==> config.mk <==
export PLATFORM = sky130hd
export DESIGN_NAME = uart_tx_host
export DESIGN_NICKNAME = d
export VERILOG_FILES = /design/src/rtl/uart_tx_host.sv
export SDC_FILE = /design/constraint.sdc
export NUM_CORES = 1
export LEC_CHECK = 0
export BUFFER_PORTS_ARGS = -buffer_cell sky130_fd_sc_hd__buf_2
export CAP_MARGIN = 20
export CORE_MARGIN = 2
export CORE_UTILIZATION = 55
export DETAILED_ROUTE_END_ITERATION = 10
export PLACE_DENSITY = 0.71
export SLEW_MARGIN = 40
export SYNTH_ARGS = -nofsm -noshare
export SYNTH_HDL_FRONTEND = slang
export SYNTH_SLANG_ARGS = --single-unit
==> constraint.sdc <==
create_clock -name clk -period 4 [get_ports clk]
set_input_delay 0.8 -clock clk [delete_from_list [all_inputs] [get_ports clk]]
set_output_delay 0.8 -clock clk [all_outputs]
set_load 0.05 [all_outputs]
==> src/rtl/uart_tx_host.sv <==
module uart_tx_host #(
  parameter int DEPTH = 64,
  parameter logic [7:0] ID_CODE = 8'h01,
  parameter logic [7:0] REV_CODE = 8'h01
) (
  input  logic       clk,
  input  logic       rst_n,
  input  logic [2:0] addr,
  input  logic [7:0] wdata,
  input  logic       wr_en,
  input  logic       rd_en,
  output logic [7:0] rdata,
  input  logic       intel_mode,
  input  logic       drain,
  output logic [7:0] tx_data,
  output logic       irq
);
  localparam int AW = $clog2(DEPTH);
  localparam int CW = AW + 1;

  logic [7:0] div_lo, div_hi, lcr, ier;
  logic       fifo_en, dma_bit, ovf;
  logic [1:0] trig_sel;
  logic [7:0] mem [DEPTH];
  logic [AW-1:0] wr_ptr, rd_ptr;
  logic [CW-1:0] count, cap, trig_lvl;

  wire dlab    = lcr[7];
  wire thr_wr  = wr_en && addr == 3'd0 && !dlab;
  wire fcr_wr  = wr_en && addr == 3'd2;
  wire flush   = fcr_wr && (wdata[2] || wdata[0] != fifo_en);
  wire full    = count >= cap;
  wire push    = thr_wr && !full;
  wire pop     = drain && count != '0;
  wire div_zero = div_lo == 8'h00 && div_hi == 8'h00;

  assign cap = fifo_en ? CW'(DEPTH) : CW'(1);

  always_comb begin
    case (trig_sel)
      2'd0:    trig_lvl = CW'(DEPTH / 8);
      2'd1:    trig_lvl = CW'(DEPTH / 4);
      2'd2:    trig_lvl = CW'(DEPTH / 2);
      default: trig_lvl = CW'(DEPTH - 8);
    endcase
  end

  wire tx_req = fifo_en ? (count <= trig_lvl) : (count == '0);
  assign irq = intel_mode ? tx_req : !tx_req;
  assign tx_data = mem[rd_ptr];

  always_ff @(posedge clk or negedge rst_n) begin
    if (!rst_n) begin
      div_lo <= 8'h01;
      div_hi <= 8'h00;
      lcr <= 8'h00;
      ier <= 8'h00;
      fifo_en <= 1'b0;
      dma_bit <= 1'b0;
      trig_sel <= 2'd0;
    end else if (wr_en) begin
      case (addr)
        3'd0: if (dlab) div_lo <= wdata;
        3'd1: if (dlab) div_hi <= wdata; else ier <= wdata;
        3'd2: begin
          fifo_en <= wdata[0];
          dma_bit <= wdata[3];
          trig_sel <= wdata[5:4];
        end
        3'd3: lcr <= wdata;
        default: ;
      endcase
    end
  end

  always_ff @(posedge clk or negedge rst_n) begin
    if (!rst_n) begin
      wr_ptr <= '0;
      rd_ptr <= '0;
      count <= '0;
      ovf <= 1'b0;
    end else if (flush) begin
      wr_ptr <= '0;
      rd_ptr <= '0;
      count <= '0;
      ovf <= 1'b0;
    end else begin
      if (push) wr_ptr <= wr_ptr + 1'b1;
      if (pop) rd_ptr <= rd_ptr + 1'b1;
      count <= count + CW'(push) - CW'(pop);
      if (thr_wr && full) ovf <= 1'b1;
    end
  end

  always_ff @(posedge clk) begin
    if (push) mem[wr_ptr] <= wdata;
  end

  always_comb begin
    rdata = 8'h00;
    if (rd_en) begin
      case (addr)
        3'd0: rdata = dlab ? (div_zero ? REV_CODE : div_lo) : 8'h00;
        3'd1: rdata = dlab ? (div_zero ? ID_CODE : div_hi) : ier;
        3'd2: rdata = {2'b00, trig_sel, dma_bit, 2'b00, fifo_en};
        3'd3: rdata = lcr;
        3'd5: rdata = {6'd0, count == '0, ovf};
        3'd6: rdata = 8'(count);
        default: rdata = 8'h00;
      endcase
    end
  end

  AST_IDLE_LEVEL: assert property (@(posedge clk) disable iff (!rst_n)
    count == '0 |-> irq == intel_mode);
  AST_FLUSH_EMPTY: assert property (@(posedge clk) disable iff (!rst_n)
    fcr_wr && wdata[2] |=> count == '0 && !ovf);
  AST_FULL_DROP: assert property (@(posedge clk) disable iff (!rst_n)
    thr_wr && count == cap && !drain |=> ovf && count == $past(count));
  AST_OVF_STICKY: assert property (@(posedge clk) disable iff (!rst_n)
    ovf && !fcr_wr |=> ovf);
  AST_COUNT_CAP: assert property (@(posedge clk) disable iff (!rst_n)
    count <= cap);
  AST_DRAIN_EMPTY: assert property (@(posedge clk) disable iff (!rst_n)
    drain && count == '0 && !wr_en |=> count == '0);
endmodule

Yosys cells after proc, flatten, opt, wreduce, memory -nomap -nowiden

Memory sizes are Yosys's and may differ from the RTL's.
Cells that the tools add are included.

Equal/unequal tests: 8
Bitwise logic cells: 1
Reductions and logical operators: 26
Mux-type cells: 19
$add $sub $neg: 4
Magnitude comparators: 2

Operators by type and width:

| cell                  | count |
|---|---|
| $pmux W8 S6           | 1 |
| $mux W8               | 5 |
| $mux W6               | 4 |
| $pmux W6 S3           | 1 |
| $logic_not A8 Y1      | 2 |
| $mux W7               | 2 |
| $add A6 B1 Y6 const B | 2 |
| $reduce_and A3 Y1     | 3 |
| $logic_and A1 B1 Y1   | 8 |
| $add A7 B1 Y7         | 1 |
| $ge A7 B7 Y1          | 1 |
| $le A7 B7 Y1          | 1 |
| $logic_not A7 Y1      | 1 |
| $reduce_bool A7 Y1    | 1 |
| $sub A7 B1 Y7         | 1 |
| $eq A3 B2 Y1 const B  | 2 |
| $eq A3 B3 Y1 const B  | 2 |
| $mux W1               | 6 |
| $reduce_bool A2 Y1    | 3 |
| $reduce_and A2 Y1     | 2 |
| $eq A3 B1 Y1 const B  | 1 |
| $logic_not A1 Y1      | 3 |
| $logic_not A3 Y1      | 1 |
| $eq A2 B1 Y1 const B  | 1 |
| 5 further kinds       | 5 |

Input bits: 17
Register bits: 56
Memories kept: 1
RAM bits: 512
Logic and storage cells: 72
Output and inout bits: 17

Memory list:

| memory | depth | bits a word | rd ports | clocked after memory_dff | write ports | line | RTL |
|---|---|---|---|---|---|---|---|
| mem    | 64    | 8           | 1        | 0                        | 1           | 24   | `logic [7:0] mem [DEPTH];` |

Depth between registers and ports, before layout

Word-level depth: 7
Mapped depth: 16
Mapped depth without buffers: 16

Worst setup path before layout

Ideal clock, no wire load.

Path kind: reg2out
Start: register rd_ptr[0]
End: output tx_data[2]
Arrival time: 2.999 ns
Stages on the path, launching flop included: 10
Data required time: 3.200 ns
Slack: 0.201 ns
Path buffers: 4
Path through: dfrtp_1 clkbuf_1 buf_4 buf_2 and2_1 clkbuf_1 a221oi_1 o21ai_0 a22o_1 a211oi_1

Word-level cells in the longest chain between the ends: 1

RTL lines:

| item                     | line | RTL |
|---|---|---|
| start: declaration       | 25   | `logic [AW-1:0] wr_ptr, rd_ptr;` |
| start signal: assignment | 89   | `if (pop) rd_ptr <= rd_ptr + 1'b1;` |
| $mem_v2 Z64 W8           | -    |  |
| end: declaration         | 15   | `output logic [7:0] tx_data,` |

No other way between the ends.

Worst setup path after layout

Start: register rd_ptr[0]
End: output tx_data[3]

The elaborated chain is that of the path after synthesis.

==> impl_results.md <==
* Mapped Area at 23,200 sq um
* Seq cells post-synth at 568
* GRT Residual Overflow at 0
* Final-report setup violation count at 0
* Die Span Y at 209 um
* Clock latency on the worst-skew pair at 0.61 ns
* Worst Tran Pin Value at 0.806 ns
* Reg2Reg Launch Point: count[5]
* Final-report hold violation count at 0
* Sw Share at 30.7%
* Layout filler cell count at 2,790
* P_int at 12.3 mW
* TritonCTS sink count at 568
* Crit path arrival time at 3.10 ns
* Core Region at 41,800 sq um
* Shortest period the worst path allows at 3.90 ns
* Post-DP HPWL at 32,700 um
* Clk slew on worst S/H paths at 0.06 ns
* Port Buffer Count at 33
* CTS tree: built
* Ys async rst share at 9.86%
* H-Tree Depth at 2
* Cells after DPL at 1,882
* Clock skew at 0.0350 ns
* Clk root buf: clkbuf_16
* Vias in the first global route at 12,500
* Peak supply drop at 0.000442 V
* Number of I/O pins at 34
* First-pass GRT wire length at 79,200 um
* R2R setup slack at 0.47 ns
* CP Max Fanout at 10
* Leak at 9.08 nW
* Hold Path Class: primary input to asynchronous set/reset pin
* Worst slack, placed at 0.323 ns
* # nets final at 1,453
* CP startpoint kind: register
* Initial antenna violation count at 0
* Seq/Total Area, Yosys at 72.4%
* Layout Cells excl Fill at 1,997
* Post-synthesis cell type count at 60
* CTS Buf Count at 55
* Die area at 43,800 sq um
* 1st-iter DRT viols at 1,265
* Ys Warns at 0
* Synthesized Nets at 1,327
* Crit share post-route at 97.6%
* Vias per cell at 6.24
* Fraction of layout cells with a size suffix above 1 at 27.0%
* Sequential share of power at 39.4%
* Routed length per instance at 26.2 um
* Final WS setup at 0.0970 ns
* Placer Congestion at 0.931
* Max Freq at 256 MHz
* Syn avg cell area at 18.0 sq um
* R2R Path End: count[6]
* WP data required at 3.20 ns
* Pin count of the biggest net entering global routing at 70
* Clock Power Share at 29.9%
* Vias post-DR at 12,500
* ANT nets after route at 0
* Crit Path Class: register to output port
* Initial Utilization at 55.5%
* # hold bufs at CTS at 0
* Comb pwr share at 30.7%
* CP startpoint: rd_ptr[0]
* Max-cap violation count at 0
* Crit path to: tx_data[3]
* Ant diodes at 0
* Max Slew Vio Count at 0
* PwrDens at 664 nW/um^2
* Post-synth EDFFs at 512
* P_sw at 5.45 mW
* Drt pass-1 iters at 7
* Overall global routing resource usage at 24.4%
* Reg2reg path depth at 16
* Status: completed
* Post-Route WL at 52,400 um
* Die X at 209 um
* Critical Path End Type: output port
* Max clock buf depth at 3
* DRC at 0
* Layout area overhead at 15.3%
* Ys flop type: edfxtp_1
* Setup TNS at 0 ns
* Placement row count at 75
* Post-layout util at 63.9%
* Slew margin rel. at 45.8%
* Mapped Cells at 1,288
==> logic make-up (layout without fill, tap and decap cells) <==
kind of cell,after synthesis,in the layout,synth area share (%)
compound gates,153,153,4.82
xor+xnor,13,13,0.492
fa+ha+maj,22,22,1.22
buf+inv,92,262,1.73
flops,568,568,72.4
mux,229,229,14.8
simple gates,211,211,4.49
==> per-stage QoR <==
stage / power (mW) / hold slack, ns / cell area (sq um)
floorplan: 10.4 / 0.463 / 23200
global placement: 12.1 / 0.487 / 24500
detailed placement: 12.1 / 0.493 / 24500
CTS: 17.5 / 0.197 / 26500
global route: 18.4 / 0.220 / 26700
finish: 17.7 / 0.187 / 26700
==> what timing repair did <==
action	CTS	global route
gates cloned	0	2
setup endpoints to repair	8	8
setup buffers	3	9
gates resized for setup	22	31
pin swaps	0	1
==> sequential cells by signal, summed over array words and instances (netlist names), 2 cells and up <==
register,cells
mem,512
lcr,8
rd_ptr,6
trig_sel,2
div_lo,8
div_hi,8
ier,8
wr_ptr,6
count,7
==> cell usage after synthesis (6+ instances only) <==
cell / number / area (sq um)
a221oi_1: 11 / 96.3
dfrtp_1: 55 / 1380
nand2_1: 26 / 97.6
a21oi_1: 16 / 80.1
mux2i_1: 101 / 1010
o22ai_1: 20 / 125
a2111oi_0: 17 / 149
and2_1: 6 / 37.5
o221ai_1: 8 / 70.1
edfxtp_1: 512 / 15400
inv_1: 18 / 67.6
nand3_1: 8 / 40.0
o21ai_0: 25 / 125
a22o_1: 9 / 78.8
clkbuf_1: 36 / 135
ha_1: 21 / 263
buf_1: 7 / 26.3
xnor2_1: 8 / 70.1
a211oi_1: 13 / 97.6
mux4_2: 87 / 1960
nor2_1: 103 / 387
nor2b_1: 9 / 56.3
nor2_2: 8 / 50.1
buf_2: 23 / 115
a22oi_1: 9 / 67.6
mux2_2: 41 / 462
nand2b_1: 11 / 68.8
nand3b_1: 9 / 67.6
buf_4: 7 / 52.6
==> layout make-up <==
| type | instances | area (sq um) | share of cell area (%) |
|---|---|---|---|
| multi-input combinational | 628 | 6110 | 22.9 |
| timing repair buffer | 142 | 1200 | 4.50 |
| clock buffer | 71 | 1480 | 5.53 |
| tap | 539 | 674 | 2.53 |
| clock inverter | 30 | 375 | 1.41 |
| inverter | 19 | 71.3 | 0.267 |
| sequential | 568 | 16800 | 62.9 |
==> critical path, stage by stage (launching register included) <==
cell      delay (ns)
dfrtp_4         0.57
buf_4           0.22
nor2b_1         0.16
buf_4           0.17
a221oi_1        0.37
o21ai_0         0.15
a22o_1          0.35
a211oi_2        0.28
buf_4           0.24
==> routing by layer <==
layer / share of wire, % / track usage, % / vias to the layer above
met1: 42 / 35.0 / 6433
met4: 2.5 / 7.02 / 0
met3: 7.4 / 4.24 / 94
met5: 0 / 0 / -
li1: - / - / 5425
met2: 48 / 39.2 / 508
==> power groups by stage <==
stage / clock (mW) / sequential [mW] / combinational, mW
3_3_place_gp: 0 / 7.14 / 4.93
5_1_grt: 5.59 / 7.00 / 5.80
4_1_cts: 5.37 / 7.00 / 5.18
2_1_floorplan: 0 / 6.89 / 3.51
6_report: 5.29 / 6.98 / 5.45
3_5_place_dp: 0 / 7.15 / 4.99
==> worst min path at each step <==
stage	startpoint	to	slack (ns)	depth (start not counted)
finish	rst_n	div_lo[5]	0.19	1
floorplan	ovf	ovf	0.46	2
detailed placement	lcr[4]	lcr[4]	0.49	1
global placement	ier[7]	ier[7]	0.49	1
CTS	rst_n	lcr[5]	0.20	1
global route	rst_n	div_lo[5]	0.22	1
==> layout by cell type (no fill, tap or decap), drive strengths merged, types with 3 or more instances in the layout <==
cell,synthesis,routed
buf,37,140
a221oi,11,11
nor4b,4,4
xnor2,8,8
mux4,87,87
mux2,41,41
o211ai,5,5
o22ai,20,20
nand2b,11,11
a2111oi,17,17
nand3,8,8
a211oi,13,13
inv,19,22
o21ai,25,25
clkinv,0,17
mux2i,101,101
dfrtp,55,55
clkbuf,36,73
nand3b,9,9
a22o,9,9
bufinv,0,8
ha,21,21
nor2b,9,9
and2,6,6
o221ai,8,8
a22oi,9,9
edfxtp,512,512
xor2,5,5
nand2,26,26
nand4b,3,3
nor4,4,4
nor2,111,111
a222oi,5,5
o21bai,3,3
a21oi,16,16
and3,3,3
nand4,4,4
(Power assumes the default switching activity.)
